$ cat src/rtl/fimm_pkg.sv
package fimm_pkg;
  localparam int IMM_W    = 16;
  localparam int SP_W     = 2 * IMM_W;
  localparam int SP_EXP_W = 8;
  localparam int SP_MAN_W = SP_W - 1 - SP_EXP_W;
  localparam int DP_W     = 64;
  localparam int DP_EXP_W = 11;
  localparam int DP_MAN_W = DP_W - 1 - DP_EXP_W;
  localparam int SP_BIAS  = (1 << (SP_EXP_W - 1)) - 1;
  localparam int DP_BIAS  = (1 << (DP_EXP_W - 1)) - 1;
  localparam int MAN_GAP  = DP_MAN_W - SP_MAN_W;
  // double exponent of the smallest normal single, minus one
  localparam int SUB_TOP  = DP_BIAS - SP_BIAS;
  // double exponent of the smallest single denormal
  localparam int SUB_BOT  = SUB_TOP - SP_MAN_W + 1;
  localparam int LEAD_W   = $clog2(SP_MAN_W);

  typedef enum logic {
    OP_LOAD   = 1'b0,
    OP_INSERT = 1'b1
  } fimm_op_e;

  typedef struct packed {
    logic                sign;
    logic [SP_EXP_W-1:0] exp;
    logic [SP_MAN_W-1:0] man;
  } sp_word_t;

  typedef struct packed {
    logic                sign;
    logic [DP_EXP_W-1:0] exp;
    logic [DP_MAN_W-1:0] man;
  } dp_word_t;
endpackage

$ cat src/rtl/fimm_widen.sv
module fimm_widen
  import fimm_pkg::*;
(
  input  logic [SP_W-1:0] sp_in,
  output logic [DP_W-1:0] dp_out
);
  sp_word_t            src;
  dp_word_t            res;
  logic [LEAD_W-1:0]   lead;
  logic                found;
  logic [SP_MAN_W-1:0] norm;

  assign src = sp_word_t'(sp_in);

  // position of the leading one in a denormal mantissa
  always_comb begin
    lead  = '0;
    found = 1'b0;
    for (int i = SP_MAN_W - 1; i >= 0; i--) begin
      if (!found && src.man[i]) begin
        lead  = LEAD_W'(i);
        found = 1'b1;
      end
    end
  end

  assign norm = src.man << (SP_MAN_W - int'(lead));

  always_comb begin
    res.sign = src.sign;
    if (src.exp == '1) begin
      res.exp = '1;
      res.man = {src.man, {MAN_GAP{1'b0}}};
    end else if (src.exp != '0) begin
      res.exp = DP_EXP_W'(src.exp) + DP_EXP_W'(SUB_TOP);
      res.man = {src.man, {MAN_GAP{1'b0}}};
    end else if (found) begin
      res.exp = DP_EXP_W'(lead) + DP_EXP_W'(SUB_BOT);
      res.man = {norm, {MAN_GAP{1'b0}}};
    end else begin
      res.exp = '0;
      res.man = '0;
    end
  end

  assign dp_out = DP_W'(res);
endmodule

$ cat src/rtl/fimm_narrow_hi.sv
module fimm_narrow_hi
  import fimm_pkg::*;
(
  input  logic [DP_W-1:0]  dp_in,
  output logic [IMM_W-1:0] sp_hi
);
  localparam int HI_MAN_W = IMM_W - 1 - SP_EXP_W;
  localparam int SEL_LO   = DP_MAN_W - HI_MAN_W;

  dp_word_t            src;
  logic                in_sub;
  logic [DP_EXP_W-1:0] shamt;
  logic [DP_MAN_W:0]   frac;

  assign src    = dp_word_t'(dp_in);
  assign in_sub = (src.exp >= DP_EXP_W'(SUB_BOT)) && (src.exp <= DP_EXP_W'(SUB_TOP));
  assign shamt  = DP_EXP_W'(SUB_TOP + 1) - src.exp;
  assign frac   = {1'b1, src.man};

  always_comb begin
    if (in_sub) begin
      sp_hi = {src.sign, {SP_EXP_W{1'b0}},
               HI_MAN_W'(frac >> (int'(shamt) + SEL_LO))};
    end else begin
      sp_hi = {src.sign, src.exp[DP_EXP_W-1],
               src.exp[SP_EXP_W-2:0], src.man[DP_MAN_W-1:SEL_LO]};
    end
  end
endmodule

$ cat src/rtl/fimm_loader.sv
module fimm_loader
  import fimm_pkg::*;
(
  input  logic             clk,
  input  logic             rst_n,
  input  logic             op_valid,
  input  logic             op_sel,
  input  logic [IMM_W-1:0] imm,
  input  logic [DP_W-1:0]  reg_rdata,
  output logic             wr_en,
  output logic [DP_W-1:0]  wr_data
);
  logic [IMM_W-1:0] old_hi;
  logic [SP_W-1:0]  sp_word;
  logic [DP_W-1:0]  wide;
  logic             wr_en_d;
  logic [DP_W-1:0]  wr_data_d;

  fimm_narrow_hi u_narrow (
    .dp_in (reg_rdata),
    .sp_hi (old_hi)
  );

  always_comb begin
    if (fimm_op_e'(op_sel) == OP_INSERT) sp_word = {old_hi, imm};
    else                                 sp_word = {imm, {IMM_W{1'b0}}};
  end

  fimm_widen u_widen (
    .sp_in  (sp_word),
    .dp_out (wide)
  );

  always_comb begin
    wr_en_d   = op_valid;
    wr_data_d = wr_data;
    if (op_valid) wr_data_d = wide;
  end

  always_ff @(posedge clk or negedge rst_n) begin
    if (!rst_n) begin
      wr_en   <= 1'b0;
      wr_data <= '0;
    end else begin
      wr_en   <= wr_en_d;
      wr_data <= wr_data_d;
    end
  end
endmodule

$ cat config.mk
export PLATFORM = sky130hd
export DESIGN_NAME = fimm_loader
export DESIGN_NICKNAME = d
export VERILOG_FILES = /design/src/rtl/fimm_pkg.sv /design/src/rtl/fimm_widen.sv /design/src/rtl/fimm_narrow_hi.sv /design/src/rtl/fimm_loader.sv
export SDC_FILE = /design/constraint.sdc
export NUM_CORES = 1
export LEC_CHECK = 0
export BUFFER_PORTS_ARGS = -buffer_cell sky130_fd_sc_hd__buf_2
export CORE_ASPECT_RATIO = 1.1
export CORE_MARGIN = 8
export CORE_UTILIZATION = 50
export DETAILED_ROUTE_END_ITERATION = 12
export PLACE_DENSITY = 0.79
export SLEW_MARGIN = 15
export SYNTH_ARGS = -nofsm -noshare
export SYNTH_HDL_FRONTEND = slang
export SYNTH_HIERARCHICAL = 1
export SYNTH_SLANG_ARGS = --single-unit
$ cat constraint.sdc
create_clock -name clk -period 0.87 [get_ports clk]
set_clock_uncertainty 0.1 [all_clocks]
set_input_delay 0.1305 -clock clk [delete_from_list [all_inputs] [get_ports clk]]
set_output_delay 0.1305 -clock clk [all_outputs]
set_load 0.1 [all_outputs]
==> results of run 1 <==
## per-layer routing
layer	overflow	global-route usage (%)
met1	0	59.3
met2	1	83.6
met3	0	45.2
met4	1	62.9
met5	0	10.8
## Yosys cell counts, drive strengths merged (6+ instances only)
master	n	area share, %
mux2	83	19
nor4	11	1.9
o21ai	27	2.4
o211ai	8	1.0
a211oi	7	0.88
dfrtp	65	27
nor2	30	2.0
a22oi	6	0.75
a31oi	9	0.94
mux2i	13	2.2
buf	57	8.0
inv	23	1.4
clkbuf	20	1.3
nand3	16	1.4
nand2	48	3.0
and2	24	2.5
a21o	9	1.1
o32ai	6	0.88
nor3	18	2.0
a21oi	22	2.5
o2111ai	6	0.88
o31ai	11	1.4
## kinds of logic after synthesis
logic type	Yosys count	synth area share [%]
other	1	0.0626
flip-flops	65	27.2
buffers and inverters	100	10.7
XOR/XNOR	2	0.293
AND/OR/NAND/NOR	181	17.2
AO/OA/AOI/OAI	169	21.6
adder cells (fa/ha/maj)	5	1.05
multiplexers	97	21.9
## metrics by stage
step / util, % / area, µm² / setup WS (ns) / setup TNS [ns]
3_5_place_dp: 78.4 / 9310 / -3.48 / -113.89
4_1_cts: 90.0 / 10700 / -2.90 / -117.39
2_1_floorplan: - / 6630 / -3.29 / -108.82
3_3_place_gp: 78.4 / 9310 / -3.44 / -110.01
## what timing repair did
item,in CTS
endpoints found under the hold margin,66
cloned,2
hold buffers,2
gates resized for setup,127
setup endpoints to repair,129
pin swaps,51
buffers inserted,57
==> summary.txt, run 1 <==
Status
  – Stop stage: global routing
  – Status: did not finish
  – Error Message: [ERROR GRT-0232] Routing congestion too high. Check the congestion heatmap in the GUI.

Synthesis
  – Syn Area/Cell: 9.65 µm²
  – Post-synthesis cell count: just over 600
  – Number of synthesized flops with an enable pin: 0
  – Top_reg_cell synth: dfrtp_1
  – Seq cells post-synth: 65
  – Cell variety after synth: 90
  – Mapped cell area: around 0.006 mm²
  – YS warnings: 6
  – Seq/Total Area, Yosys: 27.2%
  – FFs w/ async S/R, synth: between 90% and 100%

Place
  – Dpl hpwl: between 15000 and 20000 µm
  – GP Congestion: 0.985
  – Port Buffers: about 100
  – Placed cell count: 1030

GRT
  – Total GRT Usage: 62.2%
  – Grt ovf: 2
  – Largest net degree at the start of global routing: 26

Timing
  – Worst-path end type: register input
  – GRT worst endpoint: wr_data[49]$_DFFE_PN0P_/D

Clocking
  – Max clock buf depth: 2
  – Clock sink count: between 60 and 70
  – CTS Buf Count: 9
  – H-tree levels: 3
  – Root Buffer: clkbuf_16

Floorplan
  – Die Height: approximately 130 µm
  – Ports: ~150
  – Die Wd: between 100 and 150 µm
  – Starting density of the core: between 50% and 60%
  – Site row count: 42
==> run 2, diff against run 1 <==
--- a/config.mk
+++ b/config.mk
@@ -6,11 +6,10 @@
 export NUM_CORES = 1
 export LEC_CHECK = 0
 export BUFFER_PORTS_ARGS = -buffer_cell sky130_fd_sc_hd__buf_2
-export CORE_ASPECT_RATIO = 1.1
 export CORE_MARGIN = 8
-export CORE_UTILIZATION = 50
+export CORE_UTILIZATION = 40
 export DETAILED_ROUTE_END_ITERATION = 12
-export PLACE_DENSITY = 0.79
+export PLACE_DENSITY_LB_ADDON = 0.15
 export SLEW_MARGIN = 15
 export SYNTH_ARGS = -nofsm -noshare
 export SYNTH_HDL_FRONTEND = slang
==> constraint.sdc (replaced) <==
create_clock -name clk -period 1.1 [get_ports clk]
set_clock_uncertainty 0.1 [all_clocks]
set_input_delay 0.165 -clock clk [delete_from_list [all_inputs] [get_ports clk]]
set_output_delay 0.165 -clock clk [all_outputs]
set_load 0.1 [all_outputs]
==> run 2 against run 1 <==
Compared with the run above: the flow now finishes, with violations (negative setup slack); synthesized cell count unchanged; area after synthesis stayed put.
==> summary.txt, run 2 <==
Status
  – Status: complete, but fails checks
  – Failing checks: negative setup slack

Timing
  – Normalized max-slew margin: between 50 and 60%
  – Min Clock Period, post-route: just under 4 ns
  – Final WS setup: -2.75 ns
  – Hold Slack: about 0.12 ns
  – Final hold viol count: 0
  – Worst-Margin Slew: roughly 0.7 ns
  – Highest clock rate: between 200 and 300 MHz
  – Final setup viols: between 100 and 150
  – Slew Viols, Final: 0
  – RSZ-0062 raised after global routing: yes
  – Fin crit share: 350%
  – Fin Setup TNS: -92.43 ns

Power
  – Peak supply drop: approximately 1.2 mV
  – Cell Pwr Density: 1160 mW/mm²
  – Total chip power: around 13000 µW
  – Clock power share: between 20% and 30%
  – Static Leak: roughly 0.0048 µW
  – Share of power burned in registers: roughly 24%
  – Combinational share of power: around 54%
  – Net load switching power: a little over 5000 µW
  – Internal power: approximately 7500 µW
  – Sw Share: roughly two fifths

Place
  – Port Buffers: 103
  – Post-Place Worst Slack: -3.33 ns
  – Dpl hpwl: about 18000 µm
  – GP Congestion: around 0.95
  – Area post-placement: ~0.009 mm²

GRT
  – Total GRT Usage: roughly a quarter
  – Largest net degree at the start of global routing: between 60 and 70
  – First-pass GRT wire length: 36700 µm
  – Initial antenna violation count: 0
  – Grt ovf: 0
  – Vias in the first global route: ~6600

Floorplan
  – Placeable Area: about 0.015 mm²
  – Die Wd: approximately 140 µm
  – Die area: 0.0191 mm²
  – Site row count: between 40 and 50
  – Ports: 149
  – Starting density of the core: around two fifths
  – Die Height: around 140 µm

Synthesis
  – Adder-cell share of the synthesized area: about 1.0%
  – Multiplexer share of the synthesized area: a little over a fifth
  – Seq cells post-synth: between 60 and 70
  – Yosys top cell area share: 27.2%
  – Cell variety after synth: 90
  – Count leader, synth: dfrtp_1
  – YS warnings: 6
  – Top_reg_cell synth: dfrtp_1
  – Post-synth top cells: 65 x dfrtp_1, 60 x mux2_4, 48 x nand2_1
  – FFs w/ async S/R, synth: 100%
  – Seq/Total Area, Yosys: 27.2%
  – Synth top area cells: dfrtp_1 27%, mux2_4 15%, buf_4 4.5%
  – Number of synthesized flops with an enable pin: 0
  – Largest family of logic cells by synthesized area: multiplexers
  – Xor and xnor area share after synthesis: less than 1%
  – Dominant cell type by area after synthesis: dfrtp_1
  – Synth Area in Compound Gates: 21.6%
  – Mapped cell area: about 0.006 mm²
  – Syn Area/Cell: between 9 and 10 µm²
  – Post-synthesis cell count: just over 600
  – Simple-gate share of the synthesized area: around 17%

Worst setup path
  – CP endpoint kind: flip-flop
  – Worst Path Required: between 1 and 1.5 ns
  – Worst-path fanout max: 7
  – Critical path class: in2reg
  – CP Data Arrival Time: roughly 4 ns
  – Crit path from: reg_rdata[54]
  – Reg2reg setup slack: -0.05 ns
  – Crit path launch type: input pin
  – Origin of the critical flop-to-flop path: wr_data[61]

Final layout
  – NumNets Final: approximately 1000
  – Final instance area: 0.0109 mm²
  – Ant diodes: 0
  – Biggest register: wr_data
  – Filler cells: approximately 1000
  – Max FFs per register: 64
  – Commonest non-fill, non-tap cell in the layout: buf_4
  – Top flop regs: wr_data: 64 flops, wr_en: 1 flops
  – Layout cells sized above 1: 69.9%
  – Most frequent cells in the layout: 230 x buf_4, 76 x buf_12, 71 x mux2_4
  – Area Growth Syn to Fin: 82.7%

Routing
  – Drt initial violations: around 420
  – Residual DRC count: 0
  – Final wirelength: ~24000 µm
  – Antenna-violating nets left: 0
  – DR WL/cell: a little over 20 µm
  – Via count: between 6000 and 7000
  – Drt pass-1 iters: 5
  – Avg Vias per Cell: approximately 5.6

Clocking
  – Clock sink count: between 60 and 70
  – Clk slew on worst S/H paths: around 0.050 ns
  – Root Buffer: clkbuf_16
  – CTS tree: built
  – H-tree levels: 3
  – CTS Buf Count: 9
  – Max clock buf depth: 2
  – Clk_lat worst skew: roughly 0.33 ns

Hold path
  – Hold path startpoint: reg_rdata[63]
  – Class of the worst hold path: in2reg

Run
  – Max cap viols: 0
==> run 2: stage by stage <==
step / instances / util (%)
2_1_floorplan: 648 / -
3_3_place_gp: 1064 / 63.4
3_5_place_dp: 1064 / 63.4
4_1_cts: 1123 / 71.7
5_1_grt: 1148 / 74.9
6_report: 1148 / 74.9
==> run 2: critical path, stage by stage <==
cell,delay (ns)
buf_8,0.10
inv_6,0.06
ha_4,0.12
nand2_2,0.04
buf_4,0.12
o41ai_2,0.35
nor2_2,0.07
buf_4,0.17
o32ai_2,0.27
mux2_4,0.23
buf_4,0.17
nand2b_4,0.14
a21oi_2,0.07
o21ba_4,0.27
nor3_4,0.28
mux4_2,0.55
and3_4,0.18
a2111oi_4,0.22
o21ai_1,0.13
mux2_4,0.26
==> run 2: area by class of cell <==
| class | count | area [µm²] | area share [%] |
|---|---|---|---|
| repair buffers | 377 | 3850 | 35.3 |
| clock buffers | 11 | 243 | 2.22 |
| well taps | 184 | 230 | 2.11 |
| clock inverters | 5 | 55.1 | 0.503 |
| multi-input cells | 483 | 4660 | 42.6 |
| flip-flops and latches | 65 | 1780 | 16.3 |
| inverters | 23 | 106 | 0.973 |
==> run 2: final timing paths <==
| check | end | cells past startpoint |
|---|---|---|
| min reg2reg | wr_data[41] | 1 |
| max | wr_data[47] | 20 |
| min in group asynchronous | wr_data[33] | 3 |
| max in group asynchronous | wr_data[62] | 3 |
| min | wr_data[63] | 3 |
| max reg2reg | wr_data[61] | 3 |
==> run 2: what timing repair did <==
action | in CTS | in global routing
cloned | 0 | 1
hold buffers | 1 | 0
setup buffers | 46 | 30
gates resized for setup | 123 | 63
pin swaps | 39 | 35
hold endpoints to repair | 65 | 0
endpoints found under the setup margin | 100 | 104
==> run 2: cells by family (layout without fill, tap and decap cells) <==
family          count (synthesis)  count (layout)
mux                            97              97
flops                          65              65
simple gates                  181             181
fa+ha+maj                       5               5
xor+xnor                        2               2
other cells                     1              29
compound gates                169             169
buf+inv                       100             416
==> run 2: per-layer routing <==
metal  part of all wire (%)  wire length, µm  GRT usage (%)
met3                    5.7             1350           4.79
met4                    3.1              723           9.32
met1                     41             9760           28.5
met5                      0                0              0
met2                     50            11800           39.8
==> run 2: power by group through the flow <==
stage / registers, µW / clock network (µW) / logic (µW)
global placement: 3090 / 0 / 6020
floorplan: 4880 / 0 / 1820
finish: 3060 / 2840 / 6820
detailed placement: 3110 / 0 / 6040
CTS: 3060 / 2880 / 6530
global route: 3090 / 2980 / 7070
No activity file was read; power rests on OpenSTA's default activity.
==> run 3, diff against run 2 <==
--- a/config.mk
+++ b/config.mk
@@ -9,7 +9,7 @@
 export CORE_MARGIN = 8
 export CORE_UTILIZATION = 40
 export DETAILED_ROUTE_END_ITERATION = 12
-export PLACE_DENSITY_LB_ADDON = 0.15
+export PLACE_DENSITY = 0.71
 export SLEW_MARGIN = 15
 export SYNTH_ARGS = -nofsm -noshare
 export SYNTH_HDL_FRONTEND = slang
==> run 3 against run 2 <==
Compared with the run above: the run still ends with negative setup slack left; hold slack improved by 0.0092 ns; sequential power hardly changed; global-route usage rose by 1.3 points; combinational power up 1%; clock-buffer cell count fell by 1; core utilization rose by 0.42 points; sequential cell count stayed put; non-clock buffer count decreased by 1; via count is 2.9% higher; design area increased by 0.56%; critical path depth grew 2; maximum frequency shrank 1.5%; largest cell class unchanged.
==> summary.txt, run 3 (synthesis results as in run 2) <==
Final layout
  – Filler cells: 991
  – Final non-filler cell total: between 1000 and 1500
  – Area Growth Syn to Fin: 83.7%
  – Biggest register: wr_data
  – Commonest non-fill, non-tap cell in the layout: buf_4
  – Top flop regs: wr_data: 64 flops, wr_en: 1 flops
  – Max FFs per register: 64
  – Layout cells sized above 1: between 60% and 70%
  – Multi-input logic area: between 0.004 and 0.005 mm²
  – Most frequent cells in the layout: 216 x buf_4, 78 x buf_12, 68 x mux2_4
  – Util after Layout: 75.4%
  – Sequential Area: 0.00179 mm²
  – NumNets Final: about 1000
  – Ant diodes: 0

Floorplan
  – Ports: roughly 150
  – Die Height: 138 µm
  – Site row count: 44
  – Placeable Area: roughly 0.015 mm²
  – Die area: around 0.019 mm²
  – Starting density of the core: approximately two fifths
  – Die Wd: ~140 µm

Worst setup path
  – Worst Path Buf+Inv: 8
  – CP most frequent cell: buf_4
  – RR Endpoint: wr_data[35]
  – Crit path launch type: input pin
  – Crit path from: reg_rdata[54]
  – Reg2reg setup slack: -0.05 ns
  – CP endpoint kind: flip-flop
  – CP Data Arrival Time: a little over 4 ns
  – CP max stage delay: between 0.3 and 0.4 ns
  – Origin of the critical flop-to-flop path: wr_data[35]
  – Critical Path, Cell by Cell: buf_8 > inv_6 > ha_4 > nand2_2 > o41a_1 > a21oi_4 > buf_4 > o32ai_2 > mux2_2 > buf_4 > nor4_4 > buf_4 > nand2_4 > a21oi_4 > ha_4 > buf_4 > buf_4 > nor3_1 > buf_4 > a221oi_1 > o32ai_2 > mux2_4
  – Worst r2r path cells: 3
  – Worst-path fanout max: 8
  – Critical path class: in2reg
  – Worst Path Required: around 1.2 ns
  – CP max-delay cell: o41a_1
  – CP delay by family, top: compound AO/OA/AOI/OAI gates

GRT
  – Largest net degree at the start of global routing: 66
  – Vias in the first global route: between 6000 and 7000
  – Initial antenna violation count: 0
  – Total GRT Usage: 24.8%
  – Grt ovf: 0
  – First-pass GRT wire length: between 30000 and 40000 µm

Clocking
  – H-tree levels: 3
  – Clock sink count: 65
  – Root Buffer: clkbuf_16
  – Clk slew on worst S/H paths: 0.06 ns
  – CTS tree: built
  – Max clock buf depth: 2
  – Clk_lat worst skew: roughly 0.34 ns
  – CTS Buf Count: 9

Place
  – Port Buffers: roughly 100
  – GP Congestion: ~1
  – Placed cell count: 1074
  – Dpl hpwl: 18600 µm

Hold path
  – Class of the worst hold path: in2reg
  – Worst Hold Endpoint: wr_en
  – Worst hold path depth: 2
  – Hold path startpoint: op_valid

Timing
  – RSZ-0062 raised after global routing: yes
  – Fin Setup TNS: -95.68 ns
  – Hold Slack: about 0.12 ns
  – Slew Viols, Final: 0
  – Final WS setup: -2.80 ns
  – Final hold viol count: 0
  – Fin crit share: 355%
  – Highest clock rate: around 260 MHz
  – Final setup viols: 99
  – Min Clock Period, post-route: ~4 ns
  – Worst-Margin Slew: between 0.5 and 0.6 ns
  – Normalized max-slew margin: between 60% and 70%

Routing
  – Drt pass-1 iters: 6
  – Via count: about 6600
  – Residual DRC count: 0
  – Final wirelength: 25100 µm
  – Antenna-violating nets left: 0
  – Drt initial violations: approximately 530
  – Avg Vias per Cell: 5.72
  – DR WL/cell: approximately 22 µm

Power
  – Total chip power: roughly 13000 µW
  – Cell Pwr Density: about 1200 mW/mm²
  – Static Leak: about 0.0049 µW
  – Peak supply drop: roughly 0.95 mV

Status
  – Failing checks: negative setup slack
  – Status: complete, but fails checks

Run
  – Max cap viols: 0
-- run 3: changes by cell type in the layout (fill, tap and decap cells not counted), sizes merged --
cell,before,now
bufinv,1,2
clkinvlp,2,1
clkbuf,12,11
buf,375,374
inv,22,23
-- run 3: area by class of cell --
cell class / count / share of cell area (%)
multi-input combinational: 483 / 42.2
timing repair buffer: 376 / 35.5
sequential: 65 / 16.2
clock buffer: 10 / 2.17
tap: 184 / 2.09
inverter: 23 / 1.01
clock inverter: 6 / 0.819
-- run 3: what timing repair did --
action	CTS	global route
endpoints found under the hold margin	65	0
pin swaps	29	30
endpoints found under the setup margin	100	106
gates cloned	0	0
buffers inserted	38	26
gates resized for setup	117	69
hold buffers	1	0
-- run 3: worst max-delay path by stage --
| stage | cells past startpoint | end |
|---|---|---|
| after floorplan | 22 | wr_data[46] |
| after CTS | 17 | wr_data[47] |
| after detailed placement | 19 | wr_data[41] |
| after global routing | 22 | wr_data[45] |
| after global placement | 19 | wr_data[41] |
| final | 22 | wr_data[45] |
-- run 3: report_power, final --
part           total, µW  internal [µW]  switching (µW)  leakage [µW]
registers           3070           2760             315      0.000715
logic               6910           3010            3890       0.00401
clock network       3200           2050            1150      0.000159
-- run 3: per-layer routing --
metal | track usage, % | up-vias | part of all wire, %
li1 | - | 2959 | -
met1 | 30.2 | 3183 | 40
met2 | 41.9 | 346 | 49
met3 | 4.59 | 76 | 7.0
met4 | 10.1 | 0 | 3.8
met5 | 0 | - | 0
-- run 3: through the flow --
step	worst slack, ns	area [µm²]
floorplan	-3.10	6550
global placement	-3.44	9390
detailed placement	-3.51	9390
CTS	-2.72	10600
global route	-2.97	11000
finish	-2.80	11000
==> run 4, diff against run 3 <==
--- a/config.mk
+++ b/config.mk
@@ -9,7 +9,7 @@
 export CORE_MARGIN = 8
 export CORE_UTILIZATION = 40
 export DETAILED_ROUTE_END_ITERATION = 12
-export PLACE_DENSITY = 0.71
+export PLACE_DENSITY = 0.68
 export SLEW_MARGIN = 15
 export SYNTH_ARGS = -nofsm -noshare
 export SYNTH_HDL_FRONTEND = slang
==> run 4 against run 3 <==
Compared with the run above: the flow still finishes with violations (negative setup slack); core utilization rose by 2.2 points; first-iteration DRC count is 5.8% lower; combinational power is 1% higher; power grew 1.7%; wire length rose by 0.98%; register-to-register slack barely moved.
==> summary.txt, run 4 (synthesis results as in run 2) <==
Timing
  – Final WS setup: -2.83 ns
  – Fin crit share: 357%
  – Slew Viols, Final: 0
  – RSZ-0062 raised after global routing: yes
  – Worst-Margin Slew: between 0.5 and 0.6 ns
  – Highest clock rate: ~250 MHz
  – Normalized max-slew margin: a little over 60%
  – Final hold viol count: 0
  – Min Clock Period, post-route: approximately 3.9 ns
  – Hold Slack: 0.110 ns
  – Final setup viols: 100

Floorplan
  – Ports: ~150
  – Die Wd: 138 µm
  – Die area: between 0.015 and 0.02 mm²
  – Die Height: ~140 µm
  – Placeable Area: about 0.015 mm²
  – Site row count: 44
  – Starting density of the core: slightly above 40%

GRT
  – Grt ovf: 0
  – Total GRT Usage: between 20 and 30%
  – Largest net degree at the start of global routing: 66
  – Initial antenna violation count: 0
  – Vias in the first global route: 6849
  – First-pass GRT wire length: around 40000 µm

Clocking
  – Max clock buf depth: 2
  – Clk slew on worst S/H paths: approximately 0.06 ns
  – CTS tree: built
  – Clock sink count: 65
  – H-tree levels: 3
  – Root Buffer: clkbuf_16
  – Clk_lat worst skew: 0.34 ns
  – CTS Buf Count: 9

Hold path
  – Worst Hold Endpoint: wr_data[63]
  – Hold path startpoint: reg_rdata[63]
  – Class of the worst hold path: in2reg
  – Worst hold path depth: 3

Final layout
  – Commonest non-fill, non-tap cell in the layout: buf_4
  – Biggest register: wr_data
  – Area Growth Syn to Fin: 89.0%
  – Final instance area: 0.0113 mm²
  – Max FFs per register: between 60 and 70
  – Most frequent cells in the layout: 242 x buf_4, 78 x buf_12, 67 x mux2_4
  – NumNets Final: around 1100
  – Ant diodes: 0
  – Filler cells: about 920
  – Top flop regs: wr_data: 64 flops, wr_en: 1 flops
  – Layout cells sized above 1: between 70% and 80%

Power
  – Clock power share: approximately a quarter
  – Combinational share of power: between 50% and 60%
  – Static Leak: ~0.0051 µW
  – Sw Share: approximately two fifths
  – Net load switching power: between 5000 and 6000 µW
  – Cell Pwr Density: roughly 1200 mW/mm²
  – Share of power burned in registers: between 20% and 30%
  – Internal power: approximately 8000 µW
  – Peak supply drop: 1.61 mV

Routing
  – Via count: between 6000 and 7000
  – Antenna-violating nets left: 0
  – Drt initial violations: approximately 500
  – Avg Vias per Cell: 5.65
  – Residual DRC count: 0
  – Drt pass-1 iters: 5
  – Final wirelength: 25300 µm
  – DR WL/cell: 21.5 µm

Worst setup path
  – Worst Path Buf+Inv: 4
  – Worst-path fanout max: 6
  – CP delay by family, top: compound AO/OA/AOI/OAI gates
  – CP endpoint kind: flip-flop
  – Crit path launch type: input pin
  – Critical Path, Cell by Cell: buf_12 > inv_8 > ha_4 > nand2_2 > o41a_1 > a21oi_4 > o32ai_2 > mux2_4 > or4_4 > buf_6 > nor4_4 > buf_4 > a41o_4 > nor3b_4 > nand2_2 > nor2_2 > a221o_1 > a31o_1 > mux2_4
  – Worst r2r path cells: 3
  – Worst Path Required: between 1 and 1.5 ns
  – CP Data Arrival Time: slightly above 4 ns
  – RR Endpoint: wr_data[41]
  – Critical path class: in2reg
  – Origin of the critical flop-to-flop path: wr_data[41]
  – CP max stage delay: just under 0.6 ns
  – Reg2reg setup slack: -0.04 ns
  – CP max-delay cell: or4_4

Place
  – Area post-placement: 0.00939 mm²
  – Port Buffers: 103
  – GP Congestion: roughly 0.96
  – Post-Place Worst Slack: -3.40 ns
  – Dpl hpwl: 18900 µm

Status
  – Status: complete, but fails checks
  – Failing checks: negative setup slack

Run
  – Max cap viols: 0
## run 4: area by class of cell
type	instances	area (µm²)	share of cell area, %
timing repair inverter	1	16.3	0.144
clock buffer	9	225	1.99
clock inverter	7	118	1.04
tap	184	230	2.04
multi-input combinational	483	4670	41.3
sequential	65	1790	15.8
timing repair buffer	406	4150	36.7
inverter	23	120	1.06
## run 4: metrics by stage
stage          total power [µW]  TNS [ns]  instances  util (%)
2_1_floorplan              6700    -95.39        648         -
3_3_place_gp               9220   -102.75       1077      64.3
3_5_place_dp               9260   -104.38       1077      64.3
4_1_cts                   13100    -93.64       1151      74.1
5_1_grt                   13800   -101.79       1178      77.5
6_report                  13400    -97.53       1178      77.5
## run 4: power by group through the flow
stage / Combinational, µW / Clock [µW] / Sequential [µW]
detailed placement: 6130 / 0 / 3120
global placement: 6110 / 0 / 3110
CTS: 6670 / 3400 / 3070
finish: 6990 / 3330 / 3090
global route: 7240 / 3490 / 3110
floorplan: 1820 / 0 / 4880
## run 4: worst min-delay path: stages
cell and delay (ns):
buf_2 0.08, mux2_2 0.14, mux2_2 0.13
## run 4: worst max path at each step
| stage | start | to | slack [ns] | cells after the start |
|---|---|---|---|---|
| floorplan | reg_rdata[53] | wr_data[46] | -3.10 | 22 |
| global placement | reg_rdata[54] | wr_data[51] | -3.39 | 20 |
| detailed placement | reg_rdata[54] | wr_data[51] | -3.40 | 20 |
| CTS | reg_rdata[53] | wr_data[50] | -2.71 | 20 |
| global route | reg_rdata[53] | wr_data[44] | -2.93 | 19 |
| finish | reg_rdata[53] | wr_data[44] | -2.83 | 19 |
## run 4: per-layer routing
layer  global-route usage (%)  part of all wire, %  vias up  routed length [µm]
met4                     10.8                  3.8        0                 974
met3                     4.69                  5.6       68                1410
met2                     42.9                   50      296               12600
met1                     30.1                   41     3268               10400
met5                        0                    0        -                   0
li1                         -                    -     3022                   -
## run 4: timing repair
| action | in CTS | in global routing |
|---|---|---|
| resized for setup | 140 | 71 |
| pin swaps | 56 | 39 |
| gates cloned | 2 | 0 |
| hold endpoints to repair | 66 | 0 |
| hold buffers | 2 | 0 |
| setup endpoints to repair | 100 | 109 |
| buffers inserted | 57 | 32 |
